$ cat src/rtl/cmdq_pkg.sv
package cmdq_pkg;
  localparam int REG_AW = 4;
  localparam int REG_DW = 32;

  localparam logic [REG_AW-1:0] OFS_CFG   = 4'd0;
  localparam logic [REG_AW-1:0] OFS_CTRL  = 4'd1;
  localparam logic [REG_AW-1:0] OFS_ISTAT = 4'd2;
  localparam logic [REG_AW-1:0] OFS_ISTEN = 4'd3;
  localparam logic [REG_AW-1:0] OFS_ISIG  = 4'd4;
  localparam logic [REG_AW-1:0] OFS_DB    = 4'd5;
  localparam logic [REG_AW-1:0] OFS_COMPL = 4'd6;
  localparam logic [REG_AW-1:0] OFS_ERR   = 4'd7;
  localparam logic [REG_AW-1:0] OFS_DEPTH = 4'd8;

  localparam int NUM_CAUSE = 4;
  localparam int CAUSE_TC  = 0;
  localparam int CAUSE_RED = 1;
  localparam int CAUSE_TCL = 2;
  localparam int CAUSE_HAC = 3;

  localparam int ERR_CMD_VLD_BIT = 15;
  localparam int ERR_DAT_TAG_LSB = 16;
  localparam int ERR_DAT_VLD_BIT = 31;
endpackage

$ cat src/rtl/cmdq_slot_track.sv
module cmdq_slot_track #(
  parameter int NUM_SLOTS = 32,
  localparam int TAG_W = $clog2(NUM_SLOTS)
) (
  input  logic                 clk,
  input  logic                 rst_n,
  input  logic                 wipe,
  input  logic                 clear_all,
  input  logic [NUM_SLOTS-1:0] db_set,
  input  logic [NUM_SLOTS-1:0] compl_clr,
  input  logic                 err_clr_cmd,
  input  logic                 err_clr_dat,
  input  logic                 eng_vld,
  input  logic [TAG_W-1:0]     eng_tag,
  input  logic                 eng_err,
  input  logic                 eng_err_data,
  output logic [NUM_SLOTS-1:0] db_q,
  output logic [NUM_SLOTS-1:0] compl_q,
  output logic                 cmd_vld_q,
  output logic [TAG_W-1:0]     cmd_tag_q,
  output logic                 dat_vld_q,
  output logic [TAG_W-1:0]     dat_tag_q,
  output logic                 tc_evt,
  output logic                 red_evt
);
  logic [NUM_SLOTS-1:0] db_d, compl_d, tag_mask, done_mask;
  logic                 cmd_vld_d, dat_vld_d, hit;
  logic [TAG_W-1:0]     cmd_tag_d, dat_tag_d;

  always_comb begin
    tag_mask  = {{(NUM_SLOTS-1){1'b0}}, 1'b1} << eng_tag;
    hit       = eng_vld && db_q[eng_tag];
    done_mask = (hit && !eng_err) ? tag_mask : '0;
    tc_evt    = |done_mask;
    red_evt   = hit && eng_err;
    cmd_vld_d = cmd_vld_q;
    cmd_tag_d = cmd_tag_q;
    dat_vld_d = dat_vld_q;
    dat_tag_d = dat_tag_q;
    if (err_clr_cmd) cmd_vld_d = 1'b0;
    if (err_clr_dat) dat_vld_d = 1'b0;
    if (red_evt && !eng_err_data && !cmd_vld_q) begin
      cmd_vld_d = 1'b1;
      cmd_tag_d = eng_tag;
    end
    if (red_evt && eng_err_data && !dat_vld_q) begin
      dat_vld_d = 1'b1;
      dat_tag_d = eng_tag;
    end
    db_d    = (clear_all) ? '0 : ((db_q | db_set) & ~done_mask);
    compl_d = (compl_q & ~compl_clr) | done_mask;
    if (wipe) begin
      db_d      = '0;
      compl_d   = '0;
      cmd_vld_d = 1'b0;
      cmd_tag_d = '0;
      dat_vld_d = 1'b0;
      dat_tag_d = '0;
    end
  end

  always_ff @(posedge clk or negedge rst_n) begin
    if (!rst_n) begin
      db_q      <= '0;
      compl_q   <= '0;
      cmd_vld_q <= 1'b0;
      cmd_tag_q <= '0;
      dat_vld_q <= 1'b0;
      dat_tag_q <= '0;
    end else begin
      db_q      <= db_d;
      compl_q   <= compl_d;
      cmd_vld_q <= cmd_vld_d;
      cmd_tag_q <= cmd_tag_d;
      dat_vld_q <= dat_vld_d;
      dat_tag_q <= dat_tag_d;
    end
  end
endmodule

$ cat src/rtl/cmdq_halt_ctl.sv
module cmdq_halt_ctl #(
  parameter int HALT_LAT = 4,
  localparam int CNT_W = (HALT_LAT > 1) ? $clog2(HALT_LAT) : 1
) (
  input  logic clk,
  input  logic rst_n,
  input  logic wipe,
  input  logic ctrl_wr,
  input  logic halt_bit,
  input  logic clr_bit,
  input  logic eng_busy,
  output logic halt_req_q,
  output logic halted_q,
  output logic clr_pend_q,
  output logic clear_fire,
  output logic hac_evt
);
  logic             req_d, halted_d, clr_d;
  logic [CNT_W-1:0] cnt_q, cnt_d;

  always_comb begin
    req_d      = halt_req_q;
    halted_d   = halted_q;
    clr_d      = clr_pend_q;
    cnt_d      = cnt_q;
    hac_evt    = 1'b0;
    clear_fire = 1'b0;
    if (clr_pend_q) begin
      clr_d      = 1'b0;
      clear_fire = 1'b1;
    end
    if (halt_req_q && !halted_q) begin
      if (eng_busy) begin
        cnt_d = '0;
      end else if (cnt_q == CNT_W'(HALT_LAT - 1)) begin
        halted_d = 1'b1;
        cnt_d    = '0;
        hac_evt  = 1'b1;
      end else begin
        cnt_d = CNT_W'(cnt_q + 1'b1);
      end
    end
    if (ctrl_wr) begin
      req_d = halt_bit;
      if (!halt_bit) begin
        halted_d = 1'b0;
        cnt_d    = '0;
        hac_evt  = 1'b0;
      end
      if (halt_bit && clr_bit && halted_q) clr_d = 1'b1;
    end
    if (wipe) begin
      req_d      = 1'b0;
      halted_d   = 1'b0;
      clr_d      = 1'b0;
      cnt_d      = '0;
      hac_evt    = 1'b0;
      clear_fire = 1'b0;
    end
  end

  always_ff @(posedge clk or negedge rst_n) begin
    if (!rst_n) begin
      halt_req_q <= 1'b0;
      halted_q   <= 1'b0;
      clr_pend_q <= 1'b0;
      cnt_q      <= '0;
    end else begin
      halt_req_q <= req_d;
      halted_q   <= halted_d;
      clr_pend_q <= clr_d;
      cnt_q      <= cnt_d;
    end
  end
endmodule

$ cat src/rtl/cmdq_irq.sv
module cmdq_irq #(
  parameter int NC = 4
) (
  input  logic          clk,
  input  logic          rst_n,
  input  logic [NC-1:0] cause_evt,
  input  logic          stat_wr,
  input  logic          en_wr,
  input  logic          sig_wr,
  input  logic [NC-1:0] wdata,
  output logic [NC-1:0] istat_q,
  output logic [NC-1:0] isten_q,
  output logic [NC-1:0] isig_q,
  output logic          irq
);
  logic [NC-1:0] istat_d, w1c;

  always_comb begin
    w1c     = stat_wr ? wdata : '0;
    istat_d = (istat_q & ~w1c) | (cause_evt & isten_q);
    irq     = |(istat_q & isig_q);
  end

  always_ff @(posedge clk or negedge rst_n) begin
    if (!rst_n) begin
      istat_q <= '0;
      isten_q <= '0;
      isig_q  <= '0;
    end else begin
      istat_q <= istat_d;
      if (en_wr)  isten_q <= wdata;
      if (sig_wr) isig_q  <= wdata;
    end
  end
endmodule

$ cat src/rtl/cmdq_doorbell_ctrl.sv
module cmdq_doorbell_ctrl
  import cmdq_pkg::*;
#(
  parameter int NUM_SLOTS = 32,
  parameter int HALT_LAT  = 4,
  localparam int TAG_W = $clog2(NUM_SLOTS)
) (
  input  logic              clk,
  input  logic              rst_n,
  input  logic              reg_wr,
  input  logic [REG_AW-1:0] reg_addr,
  input  logic [REG_DW-1:0] reg_wdata,
  output logic [REG_DW-1:0] reg_rdata,
  input  logic              eng_vld,
  input  logic [TAG_W-1:0]  eng_tag,
  input  logic              eng_err,
  input  logic              eng_err_data,
  input  logic              eng_busy,
  output logic              irq
);
  logic cfg_en_q, cfg_dcmd_q, cfg_wide_q;
  logic cfg_en_d, cfg_dcmd_d, cfg_wide_d;
  logic wr_cfg, wr_ctrl, wr_stat, wr_sten, wr_sig, wr_db, wr_compl, wr_err;
  logic wipe;
  logic [NUM_SLOTS-1:0] db_q, compl_q;
  logic cmd_vld_q, dat_vld_q;
  logic [TAG_W-1:0] cmd_tag_q, dat_tag_q;
  logic tc_evt, red_evt, hac_evt, clear_fire;
  logic halt_req_q, halted_q, clr_pend_q;
  logic [NUM_CAUSE-1:0] cause_evt, istat_q, isten_q, isig_q;

  always_comb begin
    wr_cfg   = reg_wr && (reg_addr == OFS_CFG);
    wr_ctrl  = reg_wr && (reg_addr == OFS_CTRL);
    wr_stat  = reg_wr && (reg_addr == OFS_ISTAT);
    wr_sten  = reg_wr && (reg_addr == OFS_ISTEN);
    wr_sig   = reg_wr && (reg_addr == OFS_ISIG);
    wr_db    = reg_wr && (reg_addr == OFS_DB) && cfg_en_q;
    wr_compl = reg_wr && (reg_addr == OFS_COMPL);
    wr_err   = reg_wr && (reg_addr == OFS_ERR);
    cfg_en_d   = wr_cfg ? reg_wdata[0] : cfg_en_q;
    cfg_dcmd_d = (wr_cfg && !cfg_en_q) ? reg_wdata[1] : cfg_dcmd_q;
    cfg_wide_d = (wr_cfg && !cfg_en_q) ? reg_wdata[2] : cfg_wide_q;
    wipe       = !cfg_en_d;
  end

  always_ff @(posedge clk or negedge rst_n) begin
    if (!rst_n) begin
      cfg_en_q   <= 1'b0;
      cfg_dcmd_q <= 1'b0;
      cfg_wide_q <= 1'b0;
    end else begin
      cfg_en_q   <= cfg_en_d;
      cfg_dcmd_q <= cfg_dcmd_d;
      cfg_wide_q <= cfg_wide_d;
    end
  end

  cmdq_slot_track #(.NUM_SLOTS(NUM_SLOTS)) u_slots (
    .clk          (clk),
    .rst_n        (rst_n),
    .wipe         (wipe),
    .clear_all    (clear_fire),
    .db_set       (wr_db ? reg_wdata[NUM_SLOTS-1:0] : '0),
    .compl_clr    (wr_compl ? reg_wdata[NUM_SLOTS-1:0] : '0),
    .err_clr_cmd  (wr_err && reg_wdata[ERR_CMD_VLD_BIT]),
    .err_clr_dat  (wr_err && reg_wdata[ERR_DAT_VLD_BIT]),
    .eng_vld      (eng_vld),
    .eng_tag      (eng_tag),
    .eng_err      (eng_err),
    .eng_err_data (eng_err_data),
    .db_q         (db_q),
    .compl_q      (compl_q),
    .cmd_vld_q    (cmd_vld_q),
    .cmd_tag_q    (cmd_tag_q),
    .dat_vld_q    (dat_vld_q),
    .dat_tag_q    (dat_tag_q),
    .tc_evt       (tc_evt),
    .red_evt      (red_evt)
  );

  cmdq_halt_ctl #(.HALT_LAT(HALT_LAT)) u_halt (
    .clk        (clk),
    .rst_n      (rst_n),
    .wipe       (wipe),
    .ctrl_wr    (wr_ctrl),
    .halt_bit   (reg_wdata[0]),
    .clr_bit    (reg_wdata[1]),
    .eng_busy   (eng_busy),
    .halt_req_q (halt_req_q),
    .halted_q   (halted_q),
    .clr_pend_q (clr_pend_q),
    .clear_fire (clear_fire),
    .hac_evt    (hac_evt)
  );

  always_comb begin
    cause_evt            = '0;
    cause_evt[CAUSE_TC]  = tc_evt;
    cause_evt[CAUSE_RED] = red_evt;
    cause_evt[CAUSE_TCL] = clear_fire;
    cause_evt[CAUSE_HAC] = hac_evt;
  end

  cmdq_irq #(.NC(NUM_CAUSE)) u_irq (
    .clk       (clk),
    .rst_n     (rst_n),
    .cause_evt (cause_evt),
    .stat_wr   (wr_stat),
    .en_wr     (wr_sten),
    .sig_wr    (wr_sig),
    .wdata     (reg_wdata[NUM_CAUSE-1:0]),
    .istat_q   (istat_q),
    .isten_q   (isten_q),
    .isig_q    (isig_q),
    .irq       (irq)
  );

  always_comb begin
    reg_rdata = '0;
    case (reg_addr)
      OFS_CFG:   reg_rdata[2:0] = {cfg_wide_q, cfg_dcmd_q, cfg_en_q};
      OFS_CTRL:  reg_rdata[1:0] = {clr_pend_q, halted_q};
      OFS_ISTAT: reg_rdata[NUM_CAUSE-1:0] = istat_q;
      OFS_ISTEN: reg_rdata[NUM_CAUSE-1:0] = isten_q;
      OFS_ISIG:  reg_rdata[NUM_CAUSE-1:0] = isig_q;
      OFS_DB:    reg_rdata[NUM_SLOTS-1:0] = db_q;
      OFS_COMPL: reg_rdata[NUM_SLOTS-1:0] = compl_q;
      OFS_ERR: begin
        reg_rdata[TAG_W-1:0]             = cmd_tag_q;
        reg_rdata[ERR_CMD_VLD_BIT]       = cmd_vld_q;
        reg_rdata[ERR_DAT_TAG_LSB+:TAG_W] = dat_tag_q;
        reg_rdata[ERR_DAT_VLD_BIT]       = dat_vld_q;
      end
      OFS_DEPTH: reg_rdata = REG_DW'(NUM_SLOTS) - REG_DW'(cfg_dcmd_q);
      default:   reg_rdata = '0;
    endcase
  end
endmodule

$ cat config.mk
export PLATFORM = sky130hd
export DESIGN_NAME = cmdq_doorbell_ctrl
export DESIGN_NICKNAME = d
export VERILOG_FILES = /design/src/rtl/cmdq_pkg.sv /design/src/rtl/cmdq_slot_track.sv /design/src/rtl/cmdq_halt_ctl.sv /design/src/rtl/cmdq_irq.sv /design/src/rtl/cmdq_doorbell_ctrl.sv
export SDC_FILE = /design/constraint.sdc
export NUM_CORES = 1
export LEC_CHECK = 0
export ABC_AREA = 1
export BUFFER_PORTS_ARGS = -buffer_cell sky130_fd_sc_hd__buf_2
export CAP_MARGIN = 20
export CELL_PAD_IN_SITES_DETAIL_PLACEMENT = 0
export CELL_PAD_IN_SITES_GLOBAL_PLACEMENT = 1
export CORE_MARGIN = 2
export CORE_UTILIZATION = 45
export CTS_BUF_LIST = sky130_fd_sc_hd__clkbuf_8 sky130_fd_sc_hd__clkbuf_16
export CTS_CLUSTER_SIZE = 16
export DETAILED_ROUTE_END_ITERATION = 8
export GPL_TIMING_DRIVEN = 0
export PLACE_DENSITY_LB_ADDON = 0.1
export SETUP_SLACK_MARGIN = 0.02
export SYNTH_ARGS = -nofsm -noshare
export SYNTH_HDL_FRONTEND = slang
export SYNTH_HIERARCHICAL = 1
export SYNTH_SLANG_ARGS = --single-unit
$ cat constraint.sdc
create_clock -name clk -period 5.3 [get_ports clk]
set_input_delay 0.53 -clock clk [delete_from_list [all_inputs] [get_ports clk]]
set_output_delay 0.53 -clock clk [all_outputs]
set_load 0.05 [all_outputs]
[Word level (Yosys, flattened, before mapping)]
Index checks and enable logic that the tools add are counted.
Operators by class
  add/sub/neg operators: 2
  order comparisons: 1
  eq/ne operators: 14
  shifts and indexed selects: 1
  muxes and demuxes: 53
  bitwise logic cells: 11
  reductions and logical operators: 31
Operator list (count)
  $mux W32: 6
  $and A32 B32 Y32: 2
  $not A32 Y32: 2
  $or A32 B32 Y32: 2
  $pmux W10 S3: 2
  $reduce_or A32 Y1: 1
  $shl A1 B5 Y32 const A: 1
  $mux W1: 27
  $pmux W6 S4: 1
  $logic_and A1 B1 Y1: 22
  $mux W5: 4
  $pmux W2 S9: 1
  $eq A4 B3 Y1 const B: 4
  $and A4 B4 Y4: 3
  $mux W2: 6
  $eq A4 B2 Y1 const B: 2
  $pmux W1 S4: 2
  $pmux W1 S8: 1
  $pmux W1 S7: 1
  $sub A6 B1 Y7 const A: 1
  $logic_not A1 Y1: 6
  $lt A5 B6 Y1 const B: 1
  $ne A2 B1 Y1 const B: 3
  $ne A3 B1 Y1 const B: 2
  10 further kinds: 10
Word-level totals
  flip-flop bits (word level): 96
  input bits: 48
  output and inout bits: 33
  word-level logic and storage cells: 129

[Longest topological paths before layout]
Gate-level depths: netlist of the first run.
  depth after elaboration: 9
  depth in mapped cells: 15
  gate-level depth less buffers: 13

[Modules after synthesis]
Netlist of the first run, hierarchy kept.
Modules (own cells, without submodules)
  cmdq_slot_track: instances 1, cells each 518, area an instance 3986.3 um^2, seq. area each 1901.8 um^2
  cmdq_doorbell_ctrl: instances 1, cells each 310, area an instance 1524.0 um^2, seq. area each 75.1 um^2
  cmdq_irq: instances 1, cells each 61, area an instance 494.2 um^2, seq. area each 300.3 um^2
  cmdq_halt_ctl: instances 1, cells each 35, area an instance 267.8 um^2, seq. area each 125.1 um^2

[Worst setup path before layout of the first run]
OpenSTA, ideal clock, no wires.
  path kind: input to register
  from: input port reg_wr
  to: register u_slots.db_q[10]
  library setup time: 0.063 ns
  arrival: 2.252 ns
  required time: 5.237 ns
  path slack: 2.985 ns
  stages: 9
  buffers on the path: 1
  cell sequence: inv_1 -> nor2_2 -> o21ai_0 -> nor2_1 -> nor2_1 -> clkbuf_1 -> o21a_1 -> nand2_1 -> inv_1
Between the ends
  elaborated cells on any way between the ends: 10
  classes of those cells: mux (5); bitwise (2); reduce/logical (3)
RTL lines
  start, declared: line cmdq_doorbell_ctrl.sv:10  | input logic reg_wr,
  $logic_and A1 B1 Y1: line cmdq_doorbell_ctrl.sv:33  | wr_cfg = reg_wr && (reg_addr == OFS_CFG);
  $mux W1: line cmdq_doorbell_ctrl.sv:41  | cfg_en_d = wr_cfg ? reg_wdata[0] : cfg_en_q;
  $mux W1: line cmdq_halt_ctl.sv:52  | if (wipe) begin
  named net clear_fire: line cmdq_doorbell_ctrl.sv:28  | logic tc_evt, red_evt, hac_evt, clear_fire;
  $mux W32: line cmdq_slot_track.sv:50  | db_d = (clear_all) ? '0 : ((db_q | db_set) & ~done_mask);
  $mux W32: line cmdq_slot_track.sv:52  | if (wipe) begin
  named net u_slots.db_d[10]: line cmdq_slot_track.sv:26  | logic [NUM_SLOTS-1:0] db_d, compl_d, tag_mask, done_mask;
  end signal, assigned: line cmdq_slot_track.sv:64  | db_q <= '0;
  end signal, assigned: line cmdq_slot_track.sv:71  | db_q <= db_d;
  end, declared: line cmdq_slot_track.sv:17  | output logic [NUM_SLOTS-1:0] db_q,
The timed path passes the listed nets, and every way through them passes these cells.
A chain may end at the register's enable or synchronous reset.

[Worst setup path in the final report of the first run]
  from: input port reg_addr[1]
  to: register u_slots.db_q[17]
Between the ends
  elaborated cells on any way between the ends: 12
  classes of those cells: eq/ne (1); mux (5); bitwise (2); reduce/logical (4)
RTL lines
  start, declared: line cmdq_doorbell_ctrl.sv:11  | input logic [REG_AW-1:0] reg_addr,
  $logic_not A4 Y1: line cmdq_doorbell_ctrl.sv:33
  $logic_and A1 B1 Y1: line cmdq_doorbell_ctrl.sv:33
  $mux W1: line cmdq_doorbell_ctrl.sv:41
  $mux W1: line cmdq_halt_ctl.sv:52
  named net clear_fire: line cmdq_doorbell_ctrl.sv:28
  $mux W32: line cmdq_slot_track.sv:50
  $mux W32: line cmdq_slot_track.sv:52
  named net u_slots.db_d[17]: line cmdq_slot_track.sv:26
The timed path passes the listed nets, and every way through them passes these cells.

==> reports/results.ini, run 1 <==
[clock_network]
cts_made_buffers = 9
tritoncts = built
clkTransAtPathRegs_ps = 70
cts.sinks = 96
cts_root_buf = clkbuf_16
cts_resized = 0
clk_path_buf_depth = 2
ctsHoldBuffers = 0
clk_latency_ps = 360
cts_max_level = 3
post_cts_buffers = 0

[yosys]
synthDistinctLibCells = 32
synth_warnings = 6
synth-seq-cells = 96
synth_cells = 924
syn_avg_cell_area_um2 = 6.79
ys_seq_area_frac = 0.383
syn_area_um2 = 6270
syn-num-nets = 973

[finish]
nFillCells = 1518
layout-drive-gt1-share = 0.178
area_growth_pct = 14.8
nets = 1064
diodes = 0
design_area_um2 = 7200

[floorplan]
die_area_um2 = 14900
start_util = 0.455
coreArea_um2 = 13800
ioPinCount = 81
die_w_um = 122
fp-row-count = 43
fp.dieH_um = 122

[grt]
met3_usage = 0.0323
grt_max_degree = 50
grt.met1_usage = 0.357
grt.busiest_layer = met2
global_route.usage.met2 = 0.435
grt_pass1_wl_mm = 29.7
gr-total-overflow = 0
grt_pass1_vias = 5590
track_usage = 0.262
antenna_found_initial = 0

[status]
outcome = complete, no violations

[pwr]
swShare = 0.324
p_seq_frac = 0.457
pwr-share-comb = 0.181
ir_worst_vdd_mv = 0.145
power_frac_clock = 0.362
cellInternalPower_mw = 1.18
leakage_nw = 3.86
power_switching_mw = 0.566
power.density_nw_per_um2 = 243

[route]
ant_nets = 0
drc = 0
vias = 5957
viasPerCell = 4.97
wl_per_cell_um = 15.6
initialDrtViolationCount = 601
drt-pass1-iter-count = 5
wl_mm = 18.7

[timing]
relSlewSlack = 0.399
skew_ps = 11.0
hold_violations = 0
max_freq_ghz = 0.369
post-route-min-period_ps = 2710
fin_crit_sh = 0.511
rsz0062_at_grt = no
setup_violations = 0
setup_tns_ps = 0
drv_slew = 0
worstMarginPinSlew_ps = 895

[placed_design]
routabilityCongestion = 0.922
port_buffers = 78
dpl_cell_area_um2 = 6930
hpwl_mm = 13.8

[worst_setup_path]
crit_path_end_kind = flop
critical_path_class = input pin to flop
worstPathArrival_ps = 3010
critical_path_required_ps = 5600
cp-start-kind = input pin
path_max_fanout = 10

[run]
cap_violations = 0

[hold_path]
hold_class = input pin to asynchronous set/reset pin

[per-stage QoR]
stage               worst slack, ps  hold WS [ps]  total power [mW]  instances  utilization
floorplan                      2980           234              1.00        924            -
global placement               1610           482              1.12       1182        0.500
detailed placement             2260           496              1.13       1184        0.503
CTS                            2650           225              1.76       1199        0.523
global route                   2360           251              1.83       1199        0.523
finish                         2590           202              1.75       1199        0.523
[cell usage after synthesis, drive strengths merged]
| cell | number | share of area |
|---|---|---|
| ha | 1 | 0.0020 |
| nand3 | 73 | 0.060 |
| o211ai | 1 | 0.0012 |
| clkinv | 7 | 0.0046 |
| nor2 | 132 | 0.097 |
| nand3b | 1 | 0.0012 |
| nand4 | 35 | 0.035 |
| nand2 | 301 | 0.19 |
| nor3 | 6 | 0.0056 |
| clkbuf | 14 | 0.0084 |
| inv | 140 | 0.084 |
| o21ai | 16 | 0.013 |
| o21a | 32 | 0.038 |
| dfrtp | 96 | 0.38 |
| nor4 | 4 | 0.0040 |
| a21oi | 38 | 0.031 |
| buf | 27 | 0.044 |
[flip-flops by register name, indices dropped and copies added, names as in the netlist]
name,count
u_slots/cmd_vld_q,1
cfg_wide_q,1
u_halt/halted_q,1
u_halt/halt_req_q,1
u_slots/compl_q,32
u_halt/clr_pend_q,1
u_slots/cmd_tag_q,5
u_slots/db_q,32
u_halt/cnt_q,2
u_slots/dat_tag_q,5
u_slots/dat_vld_q,1
cfg_en_q,1
u_irq/isten_q,4
cfg_dcmd_q,1
u_irq/istat_q,4
u_irq/isig_q,4
[power groups by stage]
| stage | sequential, mW | clock [mW] | combinational (mW) |
|---|---|---|---|
| 6_report | 0.798 | 0.633 | 0.316 |
| 3_3_place_gp | 0.811 | 0 | 0.309 |
| 5_1_grt | 0.801 | 0.677 | 0.352 |
| 4_1_cts | 0.797 | 0.645 | 0.317 |
| 3_5_place_dp | 0.811 | 0 | 0.316 |
| 2_1_floorplan | 0.800 | 0 | 0.200 |
[per-layer routing]
layer | part of all wire | wire (um) | up-vias
met2 | 0.48 | 8960 | 128
met4 | 0.017 | 317 | 0
met5 | 0 | 0 | -
li1 | - | - | 3042
met1 | 0.47 | 8700 | 2768
met3 | 0.036 | 680 | 19
[worst paths after layout]
kind	from	slack, ps	endpoint	cells after the start
worst max-delay path	reg_addr[1]	2590	u_slots/db_q[17]	12
worst min-delay path	rst_n	200	u_irq/istat_q[3]	1
worst max register to register	cfg_en_q	2900	u_slots/db_q[17]	7
worst min register to register	u_slots/dat_tag_q[0]	510	u_slots/dat_tag_q[0]	2
max in group asynchronous	rst_n	4420	u_slots/compl_q[22]	2
min in group clk	reg_wdata[2]	440	u_irq/isten_q[2]	3
[cell type report]
cell class                      instances  area (um2)  area share
Multi-Input combinational cell        640        2990       0.415
Sequential cell                        96        2400       0.334
Inverter                              147         554      0.0770
Timing Repair Buffer                   80         428      0.0594
Buffer                                 41         330      0.0459
Clock buffer                           10         239      0.0332
Tap cell                              180         225      0.0313
Clock inverter                          5        33.8     0.00469
[placed cells by master (no fill, tap or decap), types with 2 or more instances in the layout]
master     count
a21oi_1       37
nand4_1       35
buf_6         12
clkbuf_16      9
dfrtp_1       96
clkinv_1       5
clkbuf_1      14
o21a_1        32
nor2_1        95
inv_2          5
nor2_2        33
buf_4          7
buf_2         83
nor2_4         4
nor4_1         4
inv_1        136
nor3_1         5
o21ai_1        2
nand2_1      289
nand2_4        3
clkinv_2       3
buf_12         3
nand2_2        9
o21ai_0       13
nand3_1       72
[critical path, cell delays in order]
cell	delay, ps
buf_2	140
nor2_1	370
nand2_1	120
nor2_2	140
nand2_1	70
o21ai_0	210
nor2_1	160
nor2_1	400
clkbuf_1	560
o21a_1	210
nand2_1	50
inv_1	60
[cell families (layout without fill, tap and decap cells)]
kind of cell	after synthesis	after routing	synth area share
AOI/OAI and AO/OA	87	87	0.0838
adders and majority gates	1	1	0.00199
buffers and inverters	188	283	0.141
DFF	96	96	0.383
and+or+nand+nor	552	552	0.390
No activity file was read; power rests on OpenSTA's default activity.
==> run 2: changes to the inputs <==
--- a/config.mk
+++ b/config.mk
@@ -11,7 +11,7 @@
 export CELL_PAD_IN_SITES_DETAIL_PLACEMENT = 0
 export CELL_PAD_IN_SITES_GLOBAL_PLACEMENT = 1
 export CORE_MARGIN = 2
-export CORE_UTILIZATION = 45
+export CORE_UTILIZATION = 38
 export CTS_BUF_LIST = sky130_fd_sc_hd__clkbuf_8 sky130_fd_sc_hd__clkbuf_16
 export CTS_CLUSTER_SIZE = 16
 export DETAILED_ROUTE_END_ITERATION = 8
==> constraint.sdc (replaced) <==
create_clock -name clk -period 2.23 [get_ports clk]
set_input_delay 0.223 -clock clk [delete_from_list [all_inputs] [get_ports clk]]
set_output_delay 0.223 -clock clk [all_outputs]
set_load 0.05 [all_outputs]
==> run 2 against run 1 <==
Cell area rose by 1.3%; register-to-register slack got worse by 2600 ps; global-route usage fell by 3.4 points; routed wire length rose by 4.8%; sequential power rose by 140%; core utilization fell by 6.7 points; sequential share of layout area fell by 0.42 points; worst hold slack got worse by 87 ps; first-iteration DRC count fell by 21%; critical path depth did not move; final cell count rose by 3.2%.
==> reports/results.ini, run 2 (synthesized netlist as in run 1, its figures left out) <==
[route]
drt-pass1-iter-count = 5  ; unchanged
drc = 0  ; unchanged
wl_mm = 19.6  ; +4.8%
ant_nets = 0  ; unchanged
viasPerCell = 4.79  ; -3.5%
wl_per_cell_um = 15.8  ; +1.6%
initialDrtViolationCount = 473  ; -21%
vias = 5931  ; -0.44%

[hold_path]
hold_class = input pin to flop
min_path_cells = 3

[clock_network]
clkTransAtPathRegs_ps = 70  ; about the same
clk_path_buf_depth = 2  ; unchanged
cts_max_level = 3  ; unchanged
tritoncts = built
cts.sinks = 96  ; unchanged
cts_root_buf = clkbuf_16
clk_latency_ps = 360  ; about the same
cts_made_buffers = 9  ; unchanged

[timing]
fin_crit_sh = 0.904
hold_violations = 0  ; unchanged
post-route-min-period_ps = 2020
relSlewSlack = 0.425  ; +0.0263
drv_slew = 0  ; unchanged
worst_slack_ps = 215  ; -2380 ps
rsz0062_at_grt = no
skew_ps = 7.39  ; -3.64 ps
max_freq_ghz = 0.496
setup_violations = 0  ; unchanged
worstMarginPinSlew_ps = 856  ; -39.2 ps

[grt]
gr-total-overflow = 0  ; unchanged
track_usage = 0.228  ; -0.0341
grt_pass1_wl_mm = 31.3  ; +5.5%
grt_pass1_vias = 5882  ; +5.2%
antenna_found_initial = 0  ; unchanged
grt_max_degree = 50  ; unchanged

[floorplan]
coreArea_um2 = 16000  ; +16%
die_w_um = 132  ; +8.5%
start_util = 0.392  ; -0.0634
fp.dieH_um = 132  ; +8.5%
fp-row-count = 46  ; +7.0%
die_area_um2 = 17500  ; +18%
ioPinCount = 81  ; unchanged

[status]
outcome = complete, no violations

[finish]
reg_top3 = u_slots/compl_q: 32 flops, u_slots/db_q: 32 flops
area_growth_pct = 16.2
nets = 1065  ; +0.094%
nFillCells = 1809  ; +19%
layout-drive-gt1-share = 0.185  ; +0.00749
layout_common_cells = 289 x nand2_1, 136 x inv_1, 96 x dfrtp_1
area.sequential_um2 = 2400  ; unchanged
final_common_cell = nand2_1
final_core_util = 0.456  ; -0.0670
multi_input_area_um2 = 2990  ; +0.17%
diodes = 0  ; unchanged

[placed_design]
place_ws_ps = -575  ; -2840 ps
port_buffers = 78  ; unchanged
hpwl_mm = 14.5  ; +4.6%
routabilityCongestion = 0.891  ; -3.3%

[worst_setup_path]
path_max_fanout = 10  ; unchanged
critical_path_required_ps = 2530  ; -3070 ps
reg2regPathDepth = 7  ; unchanged
critical_path_class = input pin to flop
cp-start-kind = input pin
worstPathArrival_ps = 2320  ; -690 ps
crit_path_end_kind = flop

[pwr]
leakage_nw = 3.90  ; +0.85%
ir_worst_vdd_mv = 0.380  ; +160%
power.density_nw_per_um2 = 587  ; +140%

[run]
cap_violations = 0  ; unchanged

[run 2: cell types whose count changed in the layout (fill, tap and decap cells not counted)]
| cell | delta |
|---|---|
| clkbuf_1 | -5 |
| clkinv_2 | +1 |
| bufinv_16 | +1 |
| clkbuf_2 | +5 |
| o21ai_0 | -1 |
| dlygate4sd3_1 | +1 |
| o21ai_1 | +1 |
| inv_6 | -1 |
| nor2_2 | +2 |
| nor2_1 | -2 |
[run 2: report_power, final]
part,leakage (nW),switching (mW),internal (mW)
Clock,0.150,0.724,0.895
Combinational,2.44,0.561,0.212
Sequential,1.31,0.0692,1.82
[run 2: timing repair]
action                                 4_1_cts  5_1_grt
hold buffers                                 1        0
setup buffers                                0        0
resized for setup                            5        4
setup endpoints to repair                   40       47
endpoints found under the hold margin       48        0
[run 2: area by class of cell]
cell class,instances,area share
plain buffers,41,0.0462
multi-input cells,640,0.410
well taps,216,0.0371
repair buffers,81,0.0601
clock inverters,6,0.00824
inverters,147,0.0760
flip-flops and latches,96,0.330
clock buffers,10,0.0328
[run 2: path summary, 6_finish.rpt]
| path | slack (ps) | startpoint | endpoint |
|---|---|---|---|
| min in group asynchronous | 450 | rst_n | u_irq/isig_q[3] |
| max in group asynchronous | 1080 | rst_n | u_slots/compl_q[23] |
| max reg2reg | 290 | cfg_en_q | u_slots/db_q[11] |
| min reg2reg | 500 | cfg_wide_q | cfg_wide_q |
| min | 110 | reg_wdata[2] | u_irq/isten_q[2] |
| max | 210 | reg_addr[2] | u_slots/db_q[11] |
[run 2: routing by layer]
metal / routed length [um] / track usage / part of all wire
met5: 0 / 0 / 0
met4: 363 / 0.0759 / 0.019
met3: 736 / 0.0291 / 0.038
met2: 9350 / 0.381 / 0.48
met1: 9120 / 0.308 / 0.47
[run 2: metrics by stage]
stage	TNS, ps	power [mW]	instances	hold WS, ps	area [um2]
after floorplan	0	2.38	924	-72.6	6270
final	0	4.28	1237	115	7290
after CTS	0	4.32	1237	111	7280
after detailed placement	-23610	2.69	1220	321	6970
after global placement	-83790	2.68	1218	484	6930
after global routing	0	4.48	1237	157	7290
[run 2: worst max-delay path, stage by stage]
cell and delay (ps):
buf_2 130, nor2_2 360, nand2_1 120, nor2_2 130, nand2_1 60, o21ai_1 220
nor2_1 170, nor2_2 280, clkbuf_2 350, o21a_1 170, nand2_1 50, inv_1 50
